[config.mk]
export PLATFORM = sky130hd
export DESIGN_NAME = sc_xcvr
export DESIGN_NICKNAME = d
export VERILOG_FILES = /design/src/rtl/sc_pkg.sv /design/src/rtl/sc_tx.sv /design/src/rtl/sc_rx.sv /design/src/rtl/sc_card_clk.sv /design/src/rtl/sc_xcvr.sv
export SDC_FILE = /design/constraint.sdc
export NUM_CORES = 1
export LEC_CHECK = 0
export BUFFER_PORTS_ARGS = -buffer_cell sky130_fd_sc_hd__buf_2
export CORE_MARGIN = 2
export CORE_UTILIZATION = 63
export CTS_CLUSTER_DIAMETER = 50
export DETAILED_ROUTE_END_ITERATION = 16
export PLACE_DENSITY = 0.82
export SYNTH_ARGS = -nofsm -noshare
export SYNTH_HDL_FRONTEND = slang
export SYNTH_HIERARCHICAL = 1
export SYNTH_SLANG_ARGS = --single-unit
export TNS_END_PERCENT = 30
[constraint.sdc]
create_clock -name clk_i -period 4.66 [get_ports clk_i]
set_input_delay 0.932 -clock clk_i [delete_from_list [all_inputs] [get_ports clk_i]]
set_output_delay 0.932 -clock clk_i [all_outputs]
set_load 0.1 [all_outputs]
[src/rtl/sc_pkg.sv]
package sc_pkg;
  typedef enum logic [1:0] {
    ADR_CTRL = 2'd0,
    ADR_HALF = 2'd1,
    ADR_TXST = 2'd2,
    ADR_RXD  = 2'd3
  } sc_addr_e;

  typedef struct packed {
    logic tend_short;
    logic odd_par;
    logic inv_data;
    logic msb_first;
    logic clk_oe;
    logic rie;
    logic tie;
    logic re;
    logic te;
  } sc_ctrl_t;

  localparam int unsigned CHAR_W     = 8;
  localparam int unsigned FRAME_BITS = CHAR_W + 2;
  localparam int unsigned CTRL_W     = $bits(sc_ctrl_t);
  // guard end points in half-etu units from the start edge
  localparam int unsigned END_LONG   = 25;
  localparam int unsigned END_SHORT  = 22;

  function automatic logic [CHAR_W-1:0] bit_rev(input logic [CHAR_W-1:0] v);
    logic [CHAR_W-1:0] r;
    for (int i = 0; i < CHAR_W; i++) r[i] = v[CHAR_W-1-i];
    return r;
  endfunction
endpackage

[src/rtl/sc_tx.sv]
module sc_tx
  import sc_pkg::*;
#(
  parameter int unsigned CW = 16
) (
  input  logic              clk_i,
  input  logic              rst_ni,
  input  logic [CW-1:0]     half_i,
  input  logic              load_i,
  input  logic [CHAR_W-1:0] data_i,
  input  logic              msb_first_i,
  input  logic              inv_i,
  input  logic              odd_i,
  input  logic              short_i,
  output logic              tend_o,
  output logic              drive_low_o
);
  localparam int unsigned PH_W  = $clog2(END_LONG + 1);
  localparam int unsigned IDX_W = PH_W - 1;

  logic                  tend_q;
  logic                  short_q;
  logic [PH_W-1:0]       ph_q;
  logic [CW-1:0]         cnt_q;
  logic [FRAME_BITS-1:0] frame_q;

  logic [CHAR_W-1:0]     line_data;
  logic [CHAR_W-1:0]     ordered;
  logic                  par_bit;
  logic [PH_W-1:0]       last_ph;
  logic [IDX_W-1:0]      idx;

  assign line_data = data_i ^ {CHAR_W{inv_i}};
  assign ordered   = msb_first_i ? bit_rev(line_data) : line_data;
  assign par_bit   = (^line_data) ^ odd_i;
  assign last_ph   = short_q ? PH_W'(END_SHORT - 1) : PH_W'(END_LONG - 1);
  assign idx       = ph_q[PH_W-1:1];

  always_ff @(posedge clk_i or negedge rst_ni) begin
    if (!rst_ni) begin
      tend_q  <= 1'b1;
      short_q <= 1'b0;
      ph_q    <= '0;
      cnt_q   <= '0;
      frame_q <= '1;
    end else if (load_i && tend_q) begin
      tend_q  <= 1'b0;
      short_q <= short_i;
      ph_q    <= '0;
      cnt_q   <= '0;
      frame_q <= {par_bit, ordered, 1'b0};
    end else if (!tend_q) begin
      if (cnt_q == half_i - CW'(1)) begin
        cnt_q <= '0;
        if (ph_q == last_ph) tend_q <= 1'b1;
        else ph_q <= ph_q + PH_W'(1);
      end else begin
        cnt_q <= cnt_q + CW'(1);
      end
    end
  end

  always_comb begin
    drive_low_o = 1'b0;
    if (!tend_q && (idx < IDX_W'(FRAME_BITS))) drive_low_o = ~frame_q[idx];
  end

  assign tend_o = tend_q;
endmodule

[src/rtl/sc_rx.sv]
module sc_rx
  import sc_pkg::*;
#(
  parameter int unsigned CW = 16
) (
  input  logic              clk_i,
  input  logic              rst_ni,
  input  logic [CW-1:0]     half_i,
  input  logic              en_i,
  input  logic              line_i,
  input  logic              msb_first_i,
  input  logic              inv_i,
  input  logic              odd_i,
  output logic              active_o,
  output logic              done_o,
  output logic [CHAR_W-1:0] data_o,
  output logic              perr_o
);
  localparam int unsigned IDX_W = $clog2(FRAME_BITS + 1);

  logic [2:0]        sync_q;
  logic              act_q;
  logic [IDX_W-1:0]  idx_q;
  logic [CW:0]       cnt_q;
  logic [CHAR_W-1:0] raw_q;
  logic              done_q;
  logic [CHAR_W-1:0] data_q;
  logic              perr_q;

  logic              cur;
  logic              prev;
  logic [CW:0]       limit;
  logic [CHAR_W-1:0] decoded;

  assign cur     = sync_q[1];
  assign prev    = sync_q[2];
  // first wait is half an etu to land mid start bit, then whole etus
  assign limit   = (idx_q == '0) ? ({1'b0, half_i} - (CW+1)'(1))
                                 : ({half_i, 1'b0} - (CW+1)'(1));
  assign decoded = (msb_first_i ? bit_rev(raw_q) : raw_q) ^ {CHAR_W{inv_i}};

  always_ff @(posedge clk_i or negedge rst_ni) begin
    if (!rst_ni) sync_q <= '1;
    else         sync_q <= {sync_q[1:0], line_i};
  end

  always_ff @(posedge clk_i or negedge rst_ni) begin
    if (!rst_ni) begin
      act_q  <= 1'b0;
      idx_q  <= '0;
      cnt_q  <= '0;
      raw_q  <= '0;
      done_q <= 1'b0;
      data_q <= '0;
      perr_q <= 1'b0;
    end else begin
      done_q <= 1'b0;
      if (!en_i) begin
        act_q <= 1'b0;
      end else if (!act_q) begin
        if (prev && !cur) begin
          act_q <= 1'b1;
          idx_q <= '0;
          cnt_q <= '0;
        end
      end else if (cnt_q == limit) begin
        cnt_q <= '0;
        idx_q <= idx_q + IDX_W'(1);
        if (idx_q == '0) begin
          if (cur) act_q <= 1'b0;  // start bit gone: glitch
        end else if (idx_q == IDX_W'(FRAME_BITS - 1)) begin
          act_q  <= 1'b0;
          done_q <= 1'b1;
          data_q <= decoded;
          perr_q <= ((^raw_q) ^ cur) != odd_i;
        end else begin
          raw_q <= {cur, raw_q[CHAR_W-1:1]};
        end
      end else begin
        cnt_q <= cnt_q + (CW+1)'(1);
      end
    end
  end

  assign active_o = act_q;
  assign done_o   = done_q;
  assign data_o   = data_q;
  assign perr_o   = perr_q;
endmodule

[src/rtl/sc_card_clk.sv]
module sc_card_clk #(
  parameter int unsigned DIV = 2
) (
  input  logic clk_i,
  input  logic rst_ni,
  input  logic en_i,
  output logic clk_o
);
  localparam int unsigned CNT_W = (DIV > 1) ? $clog2(DIV) : 1;

  logic [CNT_W-1:0] cnt_q;
  logic             q;

  always_ff @(posedge clk_i or negedge rst_ni) begin
    if (!rst_ni) begin
      cnt_q <= '0;
      q     <= 1'b0;
    end else if (!en_i) begin
      cnt_q <= '0;
      q     <= 1'b0;
    end else if (cnt_q == CNT_W'(DIV - 1)) begin
      cnt_q <= '0;
      q     <= ~q;
    end else begin
      cnt_q <= cnt_q + CNT_W'(1);
    end
  end

  assign clk_o = q;
endmodule

[src/rtl/sc_xcvr.sv]
module sc_xcvr
  import sc_pkg::*;
#(
  parameter int unsigned DW       = 16,
  parameter int unsigned HALF_RST = 16,
  parameter int unsigned CARD_DIV = 2
) (
  input  logic          clk_i,
  input  logic          rst_ni,
  input  logic          wr_en_i,
  input  logic          rd_en_i,
  input  logic [1:0]    addr_i,
  input  logic [DW-1:0] wdata_i,
  output logic [DW-1:0] rdata_o,
  input  logic          io_i,
  output logic          io_oe_o,
  output logic          card_clk_o,
  output logic          txi_o,
  output logic          rxi_o
);
  sc_ctrl_t          ctrl_q;
  logic [DW-1:0]     half_q;
  logic [DW-1:0]     half_eff;
  logic [CHAR_W-1:0] rx_data_q;
  logic              full_q;
  logic              perr_q;

  logic              tx_load;
  logic              tend;
  logic              tx_drive;
  logic              rx_active;
  logic              rx_done;
  logic [CHAR_W-1:0] rx_data;
  logic              rx_perr;
  logic              rx_clear;

  assign half_eff = (half_q == '0) ? DW'(1) : half_q;
  assign tx_load  = wr_en_i && (addr_i == ADR_TXST) && ctrl_q.te;
  assign rx_clear = rd_en_i && (addr_i == ADR_RXD);

  always_ff @(posedge clk_i or negedge rst_ni) begin
    if (!rst_ni) begin
      ctrl_q <= '0;
      half_q <= DW'(HALF_RST);
    end else if (wr_en_i) begin
      if (addr_i == ADR_CTRL) ctrl_q <= sc_ctrl_t'(wdata_i[CTRL_W-1:0]);
      if (addr_i == ADR_HALF) half_q <= wdata_i;
    end
  end

  always_ff @(posedge clk_i or negedge rst_ni) begin
    if (!rst_ni) begin
      rx_data_q <= '0;
      full_q    <= 1'b0;
      perr_q    <= 1'b0;
    end else if (rx_done) begin
      rx_data_q <= rx_data;
      full_q    <= 1'b1;
      perr_q    <= rx_perr;
    end else if (rx_clear) begin
      full_q <= 1'b0;
      perr_q <= 1'b0;
    end
  end

  sc_tx #(.CW(DW)) u_tx (
    .clk_i       (clk_i),
    .rst_ni      (rst_ni),
    .half_i      (half_eff),
    .load_i      (tx_load),
    .data_i      (wdata_i[CHAR_W-1:0]),
    .msb_first_i (ctrl_q.msb_first),
    .inv_i       (ctrl_q.inv_data),
    .odd_i       (ctrl_q.odd_par),
    .short_i     (ctrl_q.tend_short),
    .tend_o      (tend),
    .drive_low_o (tx_drive)
  );

  sc_rx #(.CW(DW)) u_rx (
    .clk_i       (clk_i),
    .rst_ni      (rst_ni),
    .half_i      (half_eff),
    .en_i        (ctrl_q.re && tend),
    .line_i      (io_i),
    .msb_first_i (ctrl_q.msb_first),
    .inv_i       (ctrl_q.inv_data),
    .odd_i       (ctrl_q.odd_par),
    .active_o    (rx_active),
    .done_o      (rx_done),
    .data_o      (rx_data),
    .perr_o      (rx_perr)
  );

  sc_card_clk #(.DIV(CARD_DIV)) u_cclk (
    .clk_i  (clk_i),
    .rst_ni (rst_ni),
    .en_i   (ctrl_q.clk_oe),
    .clk_o  (card_clk_o)
  );

  always_comb begin
    unique case (addr_i)
      ADR_CTRL: rdata_o = {{(DW-CTRL_W){1'b0}}, ctrl_q};
      ADR_HALF: rdata_o = half_q;
      ADR_TXST: rdata_o = {{(DW-3){1'b0}}, perr_q, full_q, tend};
      default:  rdata_o = {{(DW-CHAR_W){1'b0}}, rx_data_q};
    endcase
  end

  assign io_oe_o = tx_drive;
  assign txi_o   = ctrl_q.tie && tend;
  assign rxi_o   = ctrl_q.rie && full_q;
endmodule

==> impl_metrics.xml, run 1 <==
<?xml version="1.0" encoding="UTF-8"?>
<metrics>
  <group name="status">
    <metric name="run_status" unit="">finished, final reports clean</metric>
  </group>
  <group name="routing">
    <metric name="dr.pass1.iters" unit="">6</metric>
    <metric name="drcViolationCount" unit="">0</metric>
    <metric name="detail_route.iter0.violations" unit="">973</metric>
    <metric name="antenna_left" unit="">0</metric>
    <metric name="avgViaCountPerCell" unit="">6.512</metric>
    <metric name="routed_wirelength" unit="mm">22.07</metric>
    <metric name="num_vias" unit="">7079</metric>
    <metric name="post_drt_wl_per_cell" unit="um">20.30</metric>
  </group>
  <group name="placed_design">
    <metric name="dp_worst_setup_slack" unit="ns">0.2534</metric>
    <metric name="detailedPlacementHpwl" unit="mm">14.99</metric>
    <metric name="numPortBuffers" unit="">42</metric>
    <metric name="finalWeightedCongestion" unit="">0.9630</metric>
  </group>
  <group name="critical_path">
    <metric name="crit_path_cell_trace" unit="">nor4_1 &gt; a41o_1 &gt; buf_4 &gt; or4_1 &gt; nor3_2 &gt; xnor2_1 &gt; a2111oi_0 &gt; a21oi_1 &gt; nor4b_2 &gt; nand4b_2 &gt; nor3_4 &gt; mux2_2</metric>
    <metric name="timing.critical_path.arrival" unit="ns">4.77</metric>
    <metric name="regToRegSetupSlack" unit="ns">0.19</metric>
    <metric name="timing.critical_path.buf_inv" unit="">1</metric>
    <metric name="required" unit="ns">4.96</metric>
    <metric name="timing.critical_path.fanout_max" unit="">12</metric>
    <metric name="cp_top_family" unit="">simple AND/OR/NAND/NOR gates</metric>
    <metric name="crit_slowest_cell" unit="">a2111oi_0</metric>
    <metric name="worst-setup-path-type" unit="">reg2reg</metric>
    <metric name="start_kind" unit="">flip-flop</metric>
    <metric name="critical_path.endpoint_type" unit="">flip-flop</metric>
    <metric name="cpPeakStageDelay" unit="ns">0.65</metric>
  </group>
  <group name="clocking">
    <metric name="clock_tree_from_tritoncts" unit="">done</metric>
    <metric name="clkLatencyLatePin" unit="ns">0.42</metric>
    <metric name="ctsLongestPathBuffers" unit="">2</metric>
    <metric name="numCtsBuffers" unit="">17</metric>
    <metric name="cts_clk_pin_slew_worst_paths" unit="ns">0.06</metric>
    <metric name="cts.htree.levels" unit="">4</metric>
    <metric name="numClockSinks" unit="">113</metric>
    <metric name="cts-root-buf" unit="">clkbuf_16</metric>
    <metric name="cts.hold.buffers_added" unit="">0</metric>
  </group>
  <group name="yosys">
    <metric name="asyncSetResetFlopFracSynth" unit="%">100.0</metric>
    <metric name="synth.ff_latch_count" unit="">113</metric>
    <metric name="netlist_area" unit="um^2">8088</metric>
    <metric name="synth_edf_count" unit="">0</metric>
    <metric name="dominantRegCellSynth" unit="">dfrtp_1</metric>
    <metric name="synthCells" unit="">882</metric>
    <metric name="synth-seq-area-share" unit="%">35.19</metric>
    <metric name="syn_area_per_cell" unit="um^2">9.170</metric>
    <metric name="synth_warnings" unit="">6</metric>
    <metric name="synth_cell_types" unit="">89</metric>
    <metric name="synth.net_count" unit="">913</metric>
  </group>
  <group name="sta">
    <metric name="clock_skew" unit="ns">0.009258</metric>
    <metric name="max_slew.worst_pin.slew" unit="ns">0.9400</metric>
    <metric name="max_freq" unit="MHz">223.7</metric>
    <metric name="final_clock_period_utilization_by_the_worst_path" unit="%">95.91</metric>
    <metric name="timing_hold_violations_final" unit="">0</metric>
    <metric name="setup_viol" unit="">0</metric>
    <metric name="drv_slew" unit="">0</metric>
    <metric name="rsz0062_at_grt" unit="">false</metric>
    <metric name="fin_ws" unit="ns">0.1904</metric>
    <metric name="timing.final.crit_period" unit="ns">4.470</metric>
    <metric name="slew-limit-headroom" unit="%">37.33</metric>
    <metric name="setup_tns" unit="ns">0</metric>
  </group>
  <group name="finish">
    <metric name="synthToLayoutAreaGrowth" unit="%">11.88</metric>
    <metric name="layout.filler_cells" unit="">896</metric>
    <metric name="finalNetCount" unit="">933</metric>
    <metric name="num_antenna_cells" unit="">0</metric>
    <metric name="drive_above_1_share" unit="%">21.20</metric>
  </group>
  <group name="global_routing">
    <metric name="grt_pass1_vias" unit="">7059</metric>
    <metric name="grt_pass1_wl" unit="mm">36.47</metric>
    <metric name="grt_antenna_before_repair" unit="">0</metric>
    <metric name="globalRouteTotalUtil" unit="%">33.01</metric>
    <metric name="global_route.overflow_total" unit="">0</metric>
    <metric name="grt_start_max_net_pins" unit="">53</metric>
  </group>
  <group name="die">
    <metric name="die_w" unit="um">117.3</metric>
    <metric name="die_y" unit="um">117.3</metric>
    <metric name="core_area" unit="um^2">12570</metric>
    <metric name="design.die.area" unit="um^2">13760</metric>
    <metric name="rows" unit="">41</metric>
    <metric name="initial_utilization" unit="%">64.35</metric>
    <metric name="top_level_ports" unit="">43</metric>
  </group>
  <group name="power_and_ir_drop">
    <metric name="highest_ir_drop_seen_on_vdd" unit="mV">0.4051</metric>
    <metric name="power.density" unit="nW/um^2">436.5</metric>
    <metric name="power_leakage" unit="uW">0.003911</metric>
  </group>
  <group name="flow_run">
    <metric name="drv_cap" unit="">0</metric>
  </group>
  <group name="worst_hold_path">
    <metric name="hold_path_class" unit="">reg2reg</metric>
  </group>
</metrics>
==> cell families after synthesis <==
kind of cell,count (synthesis),synth area share (%)
buffers and inverters,99,5.229
AO/OA/AOI/OAI,160,13.13
AND/OR/NAND/NOR,335,23.53
XOR/XNOR,78,8.617
flip-flops,113,35.19
multiplexers,89,13.06
adder cells (fa/ha/maj),8,1.238
==> registers in the layout, indices dropped and copies added, names as in the netlist <==
signal	flops
u_rx/cnt_q	17
half_q	16
u_tx/cnt_q	16
u_tx/frame_q	10
ctrl_q	9
rx_data_q	8
u_rx/data_o	8
u_rx/raw_q	8
u_tx/ph_q	5
u_rx/idx_q	4
u_rx/sync_q	3
full_q	1
perr_q	1
u_cclk/clk_o	1
u_cclk/cnt_q	1
u_rx/active_o	1
u_rx/done_o	1
u_rx/perr_o	1
u_tx/short_q	1
u_tx/tend_o	1
==> per-layer routing <==
metal / GRT usage (%) / share of wire [%] / vias up
met5: 0 / 0 / -
met4: 10.69 / 1.9 / 0
met3: 6.518 / 7.6 / 60
met2: 54.68 / 49 / 346
met1: 43.71 / 42 / 3446
li1: - / - / 3227
==> final timing paths <==
check,startpoint,endpoint,cells after the start
hold reg to reg,u_rx/sync_q[0],u_rx/sync_q[1],0
setup reg to reg,half_q[4],u_rx/raw_q[4],12
hold / removal,u_rx/sync_q[0],u_rx/sync_q[1],0
min in group asynchronous,rst_ni,u_tx/ph_q[3],1
max in group asynchronous,rst_ni,u_rx/cnt_q[10],2
setup / recovery,half_q[4],u_rx/raw_q[4],12
==> cells in the mapped netlist, types with 17 or more instances <==
cell type / number / area [um^2]
clkbuf_1: 50 / 187.7
mux2i_1: 32 / 320.3
and2_1: 18 / 112.6
nor3_1: 17 / 85.08
xnor2_1: 40 / 350.3
nand2_1: 62 / 232.7
xor2_1: 37 / 324.1
mux2_2: 38 / 427.9
a21oi_1: 19 / 95.09
inv_1: 31 / 116.4
o21ai_0: 51 / 255.2
nand3_1: 56 / 280.3
nor2_1: 54 / 202.7
dfrtp_1: 98 / 2452
==> cells in the final DEF (no fill, tap or decap), types with 4 or more instances in the layout <==
master      n
o21bai_1    4
mux4_2      5
o21ai_1     4
and2_1     18
nand4_1    13
o31ai_1     4
a31oi_1    10
nand2b_1   12
or3_1      12
nor3b_1     4
o22ai_1     7
mux2_2     38
and3_1     14
nor2b_1    15
clkbuf_16  17
mux2i_1    32
inv_1      31
mux2_1      4
nor4_1     10
o311ai_0    5
dfrtp_1    98
or4_1       9
buf_2      41
o311ai_1    4
nand2_1    62
buf_4      27
nand3_1    56
xor2_1     37
dfstp_2    15
nor2_1     54
o21ai_0    51
xnor2_1    40
o211ai_1    8
mux2_4     10
a21oi_1    19
nor3_1     17
ha_1        8
a211oi_1    4
==> through the flow <==
stage          util [%]  power (uW)  hold WS, ns  area, um^2  cells
2_1_floorplan         -        2243       0.3452        8088    882
3_3_place_gp      66.91        2497       0.3459        8409   1054
3_5_place_dp      66.91        2548       0.3481        8409   1054
4_1_cts           71.79        3942       0.3563        9022   1086
5_1_grt           72.00        4142       0.3643        9049   1087
6_report          72.00        3950       0.3558        9049   1087
==> repair_timing <==
item / in CTS / in global routing
endpoints found under the setup margin: 0 / 17
buffers inserted: 0 / 1
gates resized for setup: 0 / 1
hold endpoints to repair: 0 / 0
==> where the power goes <==
part	total (uW)	switching, uW	leakage [uW]	internal [uW]
Sequential	1370	213	0.00145	1160
Combinational	1210	737	0.00217	476
Clock	1370	493	0.000291	874
Total	3950	1440	0.00391	2510
==> final cells by class <==
type	count	area, um^2	share of cell area [%]
multi-input combinational	670	4830	53.37
clock inverter	11	152.6	1.687
sequential	113	2846	31.46
inverter	31	116.4	1.286
tap	172	215.2	2.378
timing repair buffer	69	427.9	4.729
clock buffer	21	460.4	5.088
No activity file was read; power rests on OpenSTA's default activity.
==> run 2: changes to the inputs <==
Settings changed: PLACE_DENSITY 0.82 to 0.88.
==> run 2 against run 1 <==
  * Routed wire length is 0.24% lower
  * Critical path depth is 1 higher
  * Sequential share of layout area hardly changed
  * Die area stayed put
  * First-iteration DRC count is 9.9% lower
  * Sequential cell count stayed put
  * Worst setup slack worse by 0.011 ns
  * Maximum frequency is 0.25% lower
  * Largest cell class unchanged
==> impl_metrics.xml, run 2 (same netlist as run 1, synthesis figures left out) <==
<?xml version="1.0" encoding="UTF-8"?>
<metrics>
  <group name="status">
    <metric name="run_status" unit="">finished, final reports clean</metric>
  </group>
  <group name="finish">
    <metric name="finalNetCount" unit="">932</metric>
    <metric name="regMostFlops" unit="">u_rx/cnt_q</metric>
    <metric name="num_antenna_cells" unit="">0</metric>
    <metric name="synthToLayoutAreaGrowth" unit="%">11.85</metric>
    <metric name="final_cell_area" unit="um^2">9046</metric>
    <metric name="layout.filler_cells" unit="">877</metric>
    <metric name="reg_top3" unit="">u_rx/cnt_q x17, half_q x16, u_tx/cnt_q x16</metric>
    <metric name="mostFrequentLayoutCell" unit="">dfrtp_1</metric>
    <metric name="final_core_util" unit="%">71.98</metric>
    <metric name="mostFrequentLayoutCells" unit="">dfrtp_1 (98), nand2_1 (62), nand3_1 (56)</metric>
    <metric name="largest_reg_flops" unit="">17</metric>
    <metric name="drive_above_1_share" unit="%">21.01</metric>
  </group>
  <group name="routing">
    <metric name="routed-wl-met2" unit="mm">10.26</metric>
    <metric name="routed_wirelength" unit="mm">22.01</metric>
    <metric name="dr.pass1.iters" unit="">6</metric>
    <metric name="num_vias" unit="">7225</metric>
    <metric name="post_drt_wl_per_cell" unit="um">20.27</metric>
    <metric name="wl_met3" unit="mm">2.121</metric>
    <metric name="drcViolationCount" unit="">0</metric>
    <metric name="detail_route.iter0.violations" unit="">877</metric>
    <metric name="avgViaCountPerCell" unit="">6.653</metric>
    <metric name="m1WireLength" unit="mm">8.907</metric>
    <metric name="antenna_left" unit="">0</metric>
    <metric name="top_layer" unit="">met4</metric>
  </group>
  <group name="global_routing">
    <metric name="grt_pass1_vias" unit="">6761</metric>
    <metric name="grt_pass1_wl" unit="mm">35.65</metric>
    <metric name="grt_start_max_net_pins" unit="">52</metric>
    <metric name="global_route.overflow_total" unit="">0</metric>
    <metric name="globalRouteTotalUtil" unit="%">32.18</metric>
    <metric name="grt_antenna_before_repair" unit="">0</metric>
  </group>
  <group name="power_and_ir_drop">
    <metric name="switching_share" unit="%">36.53</metric>
    <metric name="internal_dissipation" unit="uW">2504</metric>
    <metric name="power_leakage" unit="uW">0.003908</metric>
    <metric name="pwr-share-seq" unit="%">34.9</metric>
    <metric name="power.density" unit="nW/um^2">436.2</metric>
    <metric name="combinational_power_share" unit="%">31.1</metric>
    <metric name="highest_ir_drop_seen_on_vdd" unit="mV">0.4339</metric>
    <metric name="fin_total_pwr" unit="uW">3946</metric>
    <metric name="net-switching-power" unit="uW">1441</metric>
    <metric name="power_frac_clock" unit="%">34.1</metric>
  </group>
  <group name="placed_design">
    <metric name="numPortBuffers" unit="">42</metric>
    <metric name="dp_worst_setup_slack" unit="ns">0.3263</metric>
    <metric name="finalWeightedCongestion" unit="">0.9686</metric>
    <metric name="dpl-instance-area" unit="um^2">8402</metric>
    <metric name="detailedPlacementHpwl" unit="mm">14.47</metric>
  </group>
  <group name="die">
    <metric name="rows" unit="">41</metric>
    <metric name="initial_utilization" unit="%">64.35</metric>
    <metric name="design.die.area" unit="um^2">13760</metric>
    <metric name="core_area" unit="um^2">12570</metric>
    <metric name="die_y" unit="um">117.3</metric>
    <metric name="die_w" unit="um">117.3</metric>
    <metric name="top_level_ports" unit="">43</metric>
  </group>
  <group name="sta">
    <metric name="fin_ws" unit="ns">0.1795</metric>
    <metric name="max_slew.worst_pin.slew" unit="ns">0.9411</metric>
    <metric name="setup_viol" unit="">0</metric>
    <metric name="timing_hold_violations_final" unit="">0</metric>
    <metric name="slew-limit-headroom" unit="%">37.26</metric>
    <metric name="max_freq" unit="MHz">223.2</metric>
    <metric name="drv_slew" unit="">0</metric>
    <metric name="final_clock_period_utilization_by_the_worst_path" unit="%">96.15</metric>
    <metric name="setup_tns" unit="ns">0</metric>
    <metric name="timing.final.crit_period" unit="ns">4.481</metric>
    <metric name="clock_skew" unit="ns">0.01339</metric>
  </group>
  <group name="clocking">
    <metric name="clkLatencyLatePin" unit="ns">0.43</metric>
    <metric name="cts-root-buf" unit="">clkbuf_16</metric>
    <metric name="numClockSinks" unit="">113</metric>
    <metric name="cts.htree.levels" unit="">4</metric>
    <metric name="clock_tree_from_tritoncts" unit="">done</metric>
    <metric name="cts_clk_pin_slew_worst_paths" unit="ns">0.05</metric>
    <metric name="ctsLongestPathBuffers" unit="">2</metric>
    <metric name="cts.hold.buffers_added" unit="">0</metric>
    <metric name="numCtsBuffers" unit="">17</metric>
  </group>
  <group name="worst_hold_path">
    <metric name="hold_path_class" unit="">reg2reg</metric>
  </group>
  <group name="critical_path">
    <metric name="critical_path.endpoint_type" unit="">flip-flop</metric>
    <metric name="timing.critical_path.fanout_max" unit="">4</metric>
    <metric name="worst-setup-path-type" unit="">reg2reg</metric>
    <metric name="timing.critical_path.arrival" unit="ns">4.84</metric>
    <metric name="required" unit="ns">5.02</metric>
    <metric name="start_kind" unit="">flip-flop</metric>
  </group>
  <group name="flow_run">
    <metric name="drv_cap" unit="">0</metric>
  </group>
</metrics>
run 2: final cells by class:
| cell class | count | area (um^2) | area share [%] |
|---|---|---|---|
| repair buffers | 68 | 420.4 | 4.647 |
| clock inverters | 8 | 128.9 | 1.425 |
| well taps | 172 | 215.2 | 2.379 |
| flip-flops and latches | 113 | 2846 | 31.47 |
| inverters | 31 | 116.4 | 1.286 |
| clock buffers | 24 | 471.7 | 5.214 |
| multi-input cells | 670 | 4847 | 53.58 |
run 2: layer usage:
| metal | vias to the layer above | track usage (%) |
|---|---|---|
| met5 | - | 0 |
| met4 | 0 | 11.90 |
| met3 | 85 | 7.685 |
| met2 | 483 | 51.06 |
| met1 | 3438 | 43.13 |
| li1 | 3219 | - |
run 2: metrics by stage:
stage,hold slack (ns),std cells
final,0.3640,1086
after detailed placement,0.3533,1053
after floorplan,0.3452,882
after global routing,0.3697,1086
after CTS,0.3616,1085
after global placement,0.3457,1053
run 2: repair_timing:
action | 4_1_cts | 5_1_grt
setup endpoints to repair | 0 | 27
setup buffers | 0 | 1
resized for setup | 0 | 3
run 2: power by group through the flow:
stage	sequential, uW	combinational (uW)	clock [uW]
after detailed placement	1370	1170	0
after global routing	1390	1310	1400
after floorplan	1310	937	0
final	1380	1230	1340
after CTS	1360	1200	1350
after global placement	1360	1130	0
run 2: final timing paths:
kind	startpoint	endpoint	slack, ns	depth (start not counted)
setup / recovery	half_q[15]	u_rx/idx_q[3]	0.18	13
hold / removal	u_rx/sync_q[0]	u_rx/sync_q[1]	0.36	0
setup reg to reg	half_q[15]	u_rx/idx_q[3]	0.18	13
hold reg to reg	u_rx/sync_q[0]	u_rx/sync_q[1]	0.36	0
max in group asynchronous	rst_ni	u_rx/cnt_q[11]	3.19	2
min in group asynchronous	rst_ni	u_tx/ph_q[3]	0.54	1
run 2: critical path: stages (launching register included):
cell and delay [ns]:
dfrtp_1 0.39, nor4_1 0.42, a41o_1 0.27, inv_1 0.06, ha_1 0.33, and2_1 0.18
a41oi_1 0.20, o22ai_1 0.11, or4_1 0.52, or4_1 0.57, nor4b_2 0.37, nand4_1 0.27
or4_1 0.59, nand3_1 0.11
==> run 3: changes to the inputs <==
Settings changed: CORE_UTILIZATION 63 to 62, PLACE_DENSITY 0.88 to 0.91, SYNTH_HIERARCHICAL 1 to default.
==> run 3 against run 2 <==
  * Design area down 5.2%
  * Largest power group is now the clock network
  * Critical path depth up 1
  * Largest cell class unchanged
  * First-iteration DRC count down 21%
==> impl_metrics.xml, run 3 <==
<?xml version="1.0" encoding="UTF-8"?>
<metrics>
  <group name="status">
    <metric name="run_status" unit="">finished, final reports clean</metric>
  </group>
  <group name="routing">
    <metric name="routed_wirelength" unit="mm">21.08</metric>
    <metric name="num_vias" unit="">6462</metric>
    <metric name="post_drt_wl_per_cell" unit="um">21.42</metric>
    <metric name="detail_route.iter0.violations" unit="">693</metric>
    <metric name="dr.pass1.iters" unit="">5</metric>
    <metric name="antenna_left" unit="">0</metric>
    <metric name="avgViaCountPerCell" unit="">6.567</metric>
    <metric name="drcViolationCount" unit="">0</metric>
  </group>
  <group name="critical_path">
    <metric name="cp-endpoint" unit="">u_rx.data_o[5]</metric>
    <metric name="regToRegSetupSlack" unit="ns">0.13</metric>
    <metric name="worst-setup-path-type" unit="">reg2reg</metric>
    <metric name="timing.reg2reg.worst_path_depth" unit="">14</metric>
    <metric name="critical_path.endpoint_type" unit="">flip-flop</metric>
    <metric name="timing.critical_path.fanout_max" unit="">5</metric>
    <metric name="required" unit="ns">4.98</metric>
    <metric name="reg2reg_to" unit="">u_rx.data_o[5]</metric>
    <metric name="worst_setup_path_startpoint" unit="">half_q[9]</metric>
    <metric name="start_kind" unit="">flip-flop</metric>
    <metric name="rr_startpoint" unit="">half_q[9]</metric>
    <metric name="timing.critical_path.arrival" unit="ns">4.84</metric>
  </group>
  <group name="yosys">
    <metric name="dominantRegCellSynth" unit="">dfrtp_1</metric>
    <metric name="synth_mux_area_share" unit="%">13.40</metric>
    <metric name="post_synth_fa_ha_maj_area_fraction" unit="%">1.181</metric>
    <metric name="synth-seq-area-share" unit="%">38.40</metric>
    <metric name="synthTopCellsByArea" unit="">dfrtp_1 (33%), mux2_2 (7.0%), xnor2_1 (6.6%)</metric>
    <metric name="ys_top_cells_by_count" unit="">dfrtp_1 (98), nand2_1 (68), nor2_1 (61)</metric>
    <metric name="asyncSetResetFlopFracSynth" unit="%">100.0</metric>
    <metric name="synth_cell_types" unit="">73</metric>
    <metric name="synth_edf_count" unit="">0</metric>
    <metric name="netlist_area" unit="um^2">7413</metric>
    <metric name="largest_family_of_logic_cells_by_synthesized_area" unit="">simple AND/OR/NAND/NOR gates</metric>
    <metric name="syn_area_per_cell" unit="um^2">9.504</metric>
    <metric name="synthDominantCellAreaShare" unit="%">33.08</metric>
    <metric name="synthCells" unit="">780</metric>
    <metric name="yosys.area_share.simple" unit="%">19.49</metric>
    <metric name="synth_compound_area_share" unit="%">11.80</metric>
    <metric name="yosys.area_share.xor_xnor" unit="%">11.61</metric>
    <metric name="synth_largest_area_cell" unit="">dfrtp_1</metric>
    <metric name="synth.ff_latch_count" unit="">113</metric>
    <metric name="synth.most_common_cell" unit="">dfrtp_1</metric>
    <metric name="synth.net_count" unit="">810</metric>
    <metric name="synth_warnings" unit="">0</metric>
  </group>
  <group name="clocking">
    <metric name="clkLatencyLatePin" unit="ns">0.44</metric>
    <metric name="cts_clk_pin_slew_worst_paths" unit="ns">0.05</metric>
    <metric name="cts.htree.levels" unit="">4</metric>
    <metric name="numClockSinks" unit="">113</metric>
    <metric name="numCtsBuffers" unit="">17</metric>
    <metric name="cts-root-buf" unit="">clkbuf_16</metric>
    <metric name="clock_tree_from_tritoncts" unit="">done</metric>
    <metric name="cts.hold.buffers_added" unit="">0</metric>
    <metric name="ctsLongestPathBuffers" unit="">2</metric>
  </group>
  <group name="die">
    <metric name="die_y" unit="um">113.4</metric>
    <metric name="design.die.area" unit="um^2">12850</metric>
    <metric name="die_w" unit="um">113.4</metric>
    <metric name="top_level_ports" unit="">43</metric>
    <metric name="initial_utilization" unit="%">64.10</metric>
    <metric name="rows" unit="">39</metric>
    <metric name="core_area" unit="um^2">11560</metric>
  </group>
  <group name="sta">
    <metric name="setup_tns" unit="ns">0</metric>
    <metric name="drv_slew" unit="">0</metric>
    <metric name="slew-limit-headroom" unit="%">33.37</metric>
    <metric name="timing.final.crit_period" unit="ns">4.527</metric>
    <metric name="final_clock_period_utilization_by_the_worst_path" unit="%">97.15</metric>
    <metric name="setup_viol" unit="">0</metric>
    <metric name="max_freq" unit="MHz">220.9</metric>
    <metric name="finalHoldWorstSlack" unit="ns">0.3590</metric>
    <metric name="fin_ws" unit="ns">0.1328</metric>
    <metric name="timing_hold_violations_final" unit="">0</metric>
    <metric name="max_slew.worst_pin.slew" unit="ns">0.9951</metric>
    <metric name="clock_skew" unit="ns">0.007323</metric>
  </group>
  <group name="global_routing">
    <metric name="grt_pass1_vias" unit="">6491</metric>
    <metric name="grt_pass1_wl" unit="mm">34.31</metric>
    <metric name="global_route.overflow_total" unit="">0</metric>
    <metric name="grt_start_max_net_pins" unit="">53</metric>
    <metric name="globalRouteTotalUtil" unit="%">34.36</metric>
    <metric name="grt_antenna_before_repair" unit="">0</metric>
  </group>
  <group name="finish">
    <metric name="synthToLayoutAreaGrowth" unit="%">15.71</metric>
    <metric name="layout.filler_cells" unit="">780</metric>
    <metric name="drive_above_1_share" unit="%">25.56</metric>
    <metric name="reg_top3" unit="">u_rx.cnt_q x17, half_q x16, u_tx.cnt_q x16</metric>
    <metric name="sequential_cell_area" unit="um^2">2846</metric>
    <metric name="mostFrequentLayoutCells" unit="">dfrtp_1 (98), nand2_1 (68), nor2_1 (60)</metric>
    <metric name="multi_input_combinational_cell_area" unit="um^2">4317</metric>
    <metric name="largest_reg_flops" unit="">17</metric>
    <metric name="regMostFlops" unit="">u_rx.cnt_q</metric>
    <metric name="final_core_util" unit="%">74.18</metric>
    <metric name="finalNetCount" unit="">858</metric>
    <metric name="num_antenna_cells" unit="">0</metric>
    <metric name="mostFrequentLayoutCell" unit="">dfrtp_1</metric>
  </group>
  <group name="placed_design">
    <metric name="detailedPlacementHpwl" unit="mm">14.56</metric>
    <metric name="finalWeightedCongestion" unit="">1.033</metric>
    <metric name="numPortBuffers" unit="">42</metric>
    <metric name="dp_worst_setup_slack" unit="ns">0.1098</metric>
  </group>
  <group name="power_and_ir_drop">
    <metric name="power_leakage" unit="uW">0.003767</metric>
    <metric name="power.density" unit="nW/um^2">451.0</metric>
    <metric name="fin_total_pwr" unit="uW">3868</metric>
    <metric name="highest_ir_drop_seen_on_vdd" unit="mV">0.4482</metric>
  </group>
  <group name="flow_run">
    <metric name="drv_cap" unit="">0</metric>
  </group>
  <group name="worst_hold_path">
    <metric name="hold_path_class" unit="">reg2reg</metric>
  </group>
</metrics>
==> run 3: cell types whose count changed after synthesis, sizes merged, moves of 7 or more <==
cell,before,now
mux2i,32,25
inv,31,15
o311ai,9,2
o21ai,55,39
buf,17,9
nand2b,12,4
nor2b,15,6
xnor2,40,56
and3,14,5
nand3,56,26
==> run 3: area by class of cell <==
type                            count  share of cell area [%]
Clock buffer                       20                   5.207
Clock inverter                     12                   2.130
Inverter                           15                  0.6564
Multi-Input combinational cell    594                   50.32
Sequential cell                   113                   33.18
Tap cell                          143                   2.086
Timing Repair Buffer               87                   6.418
==> run 3: cell families (layout without fill, tap and decap cells) <==
group,count (synthesis),after routing
and+or+nand+nor,278,279
AOI/OAI and AO/OA,129,129
DFF,113,113
xor gates and xnor gates,95,95
muxes,84,84
buffers and inverters,74,134
adders and majority gates,7,7
==> run 3: report_power, final <==
| group | switching [uW] | internal (uW) |
|---|---|---|
| combinational | 665 | 444 |
| clock | 490 | 909 |
| sequential | 213 | 1150 |
==> run 3: per-stage QoR <==
step	area (um^2)	std cells
after floorplan	7443	780
after global placement	7906	950
after detailed placement	7906	950
after CTS	8536	982
after global routing	8578	984
final	8578	984
==> run 3: worst min path at each step <==
stage                    from        endpoint  slack, ns  depth (start not counted)
2_1_floorplan  u_rx.sync_q[0]  u_rx.sync_q[1]       0.35                          0
3_5_place_dp   u_rx.sync_q[0]  u_rx.sync_q[1]       0.35                          0
6_report       u_rx.sync_q[0]  u_rx.sync_q[1]       0.36                          0
3_3_place_gp   u_rx.sync_q[0]  u_rx.sync_q[1]       0.35                          0
5_1_grt        u_rx.sync_q[0]  u_rx.sync_q[1]       0.36                          0
4_1_cts        u_rx.sync_q[0]  u_rx.sync_q[1]       0.36                          0
==> run 3: metal layers <==
layer	up-vias	track usage (%)	part of all wire, %
met3	75	8.034	7.2
met4	0	16.02	3.6
li1	2897	-	-
met2	319	54.69	49
met5	-	0	0
met1	3171	44.76	41
==> run 3: worst max-delay path, stage by stage, from the launching register on <==
cell and delay [ns]:
dfrtp_1 0.37, or4_1 0.55, or2_4 0.31, nor2_4 0.12, nor2_1 0.05, ha_2 0.21
or3b_4 0.27, nor2_1 0.07, xnor2_1 0.16, a221o_1 0.37, a221o_1 0.30, nand4bb_1 0.21
or4_4 0.47, or4_4 0.61, mux2_4 0.33
==> run 3: what timing repair did <==
item,in CTS,in global routing
setup endpoints to repair,0,17
gates resized for setup,0,5
buffers inserted,0,1
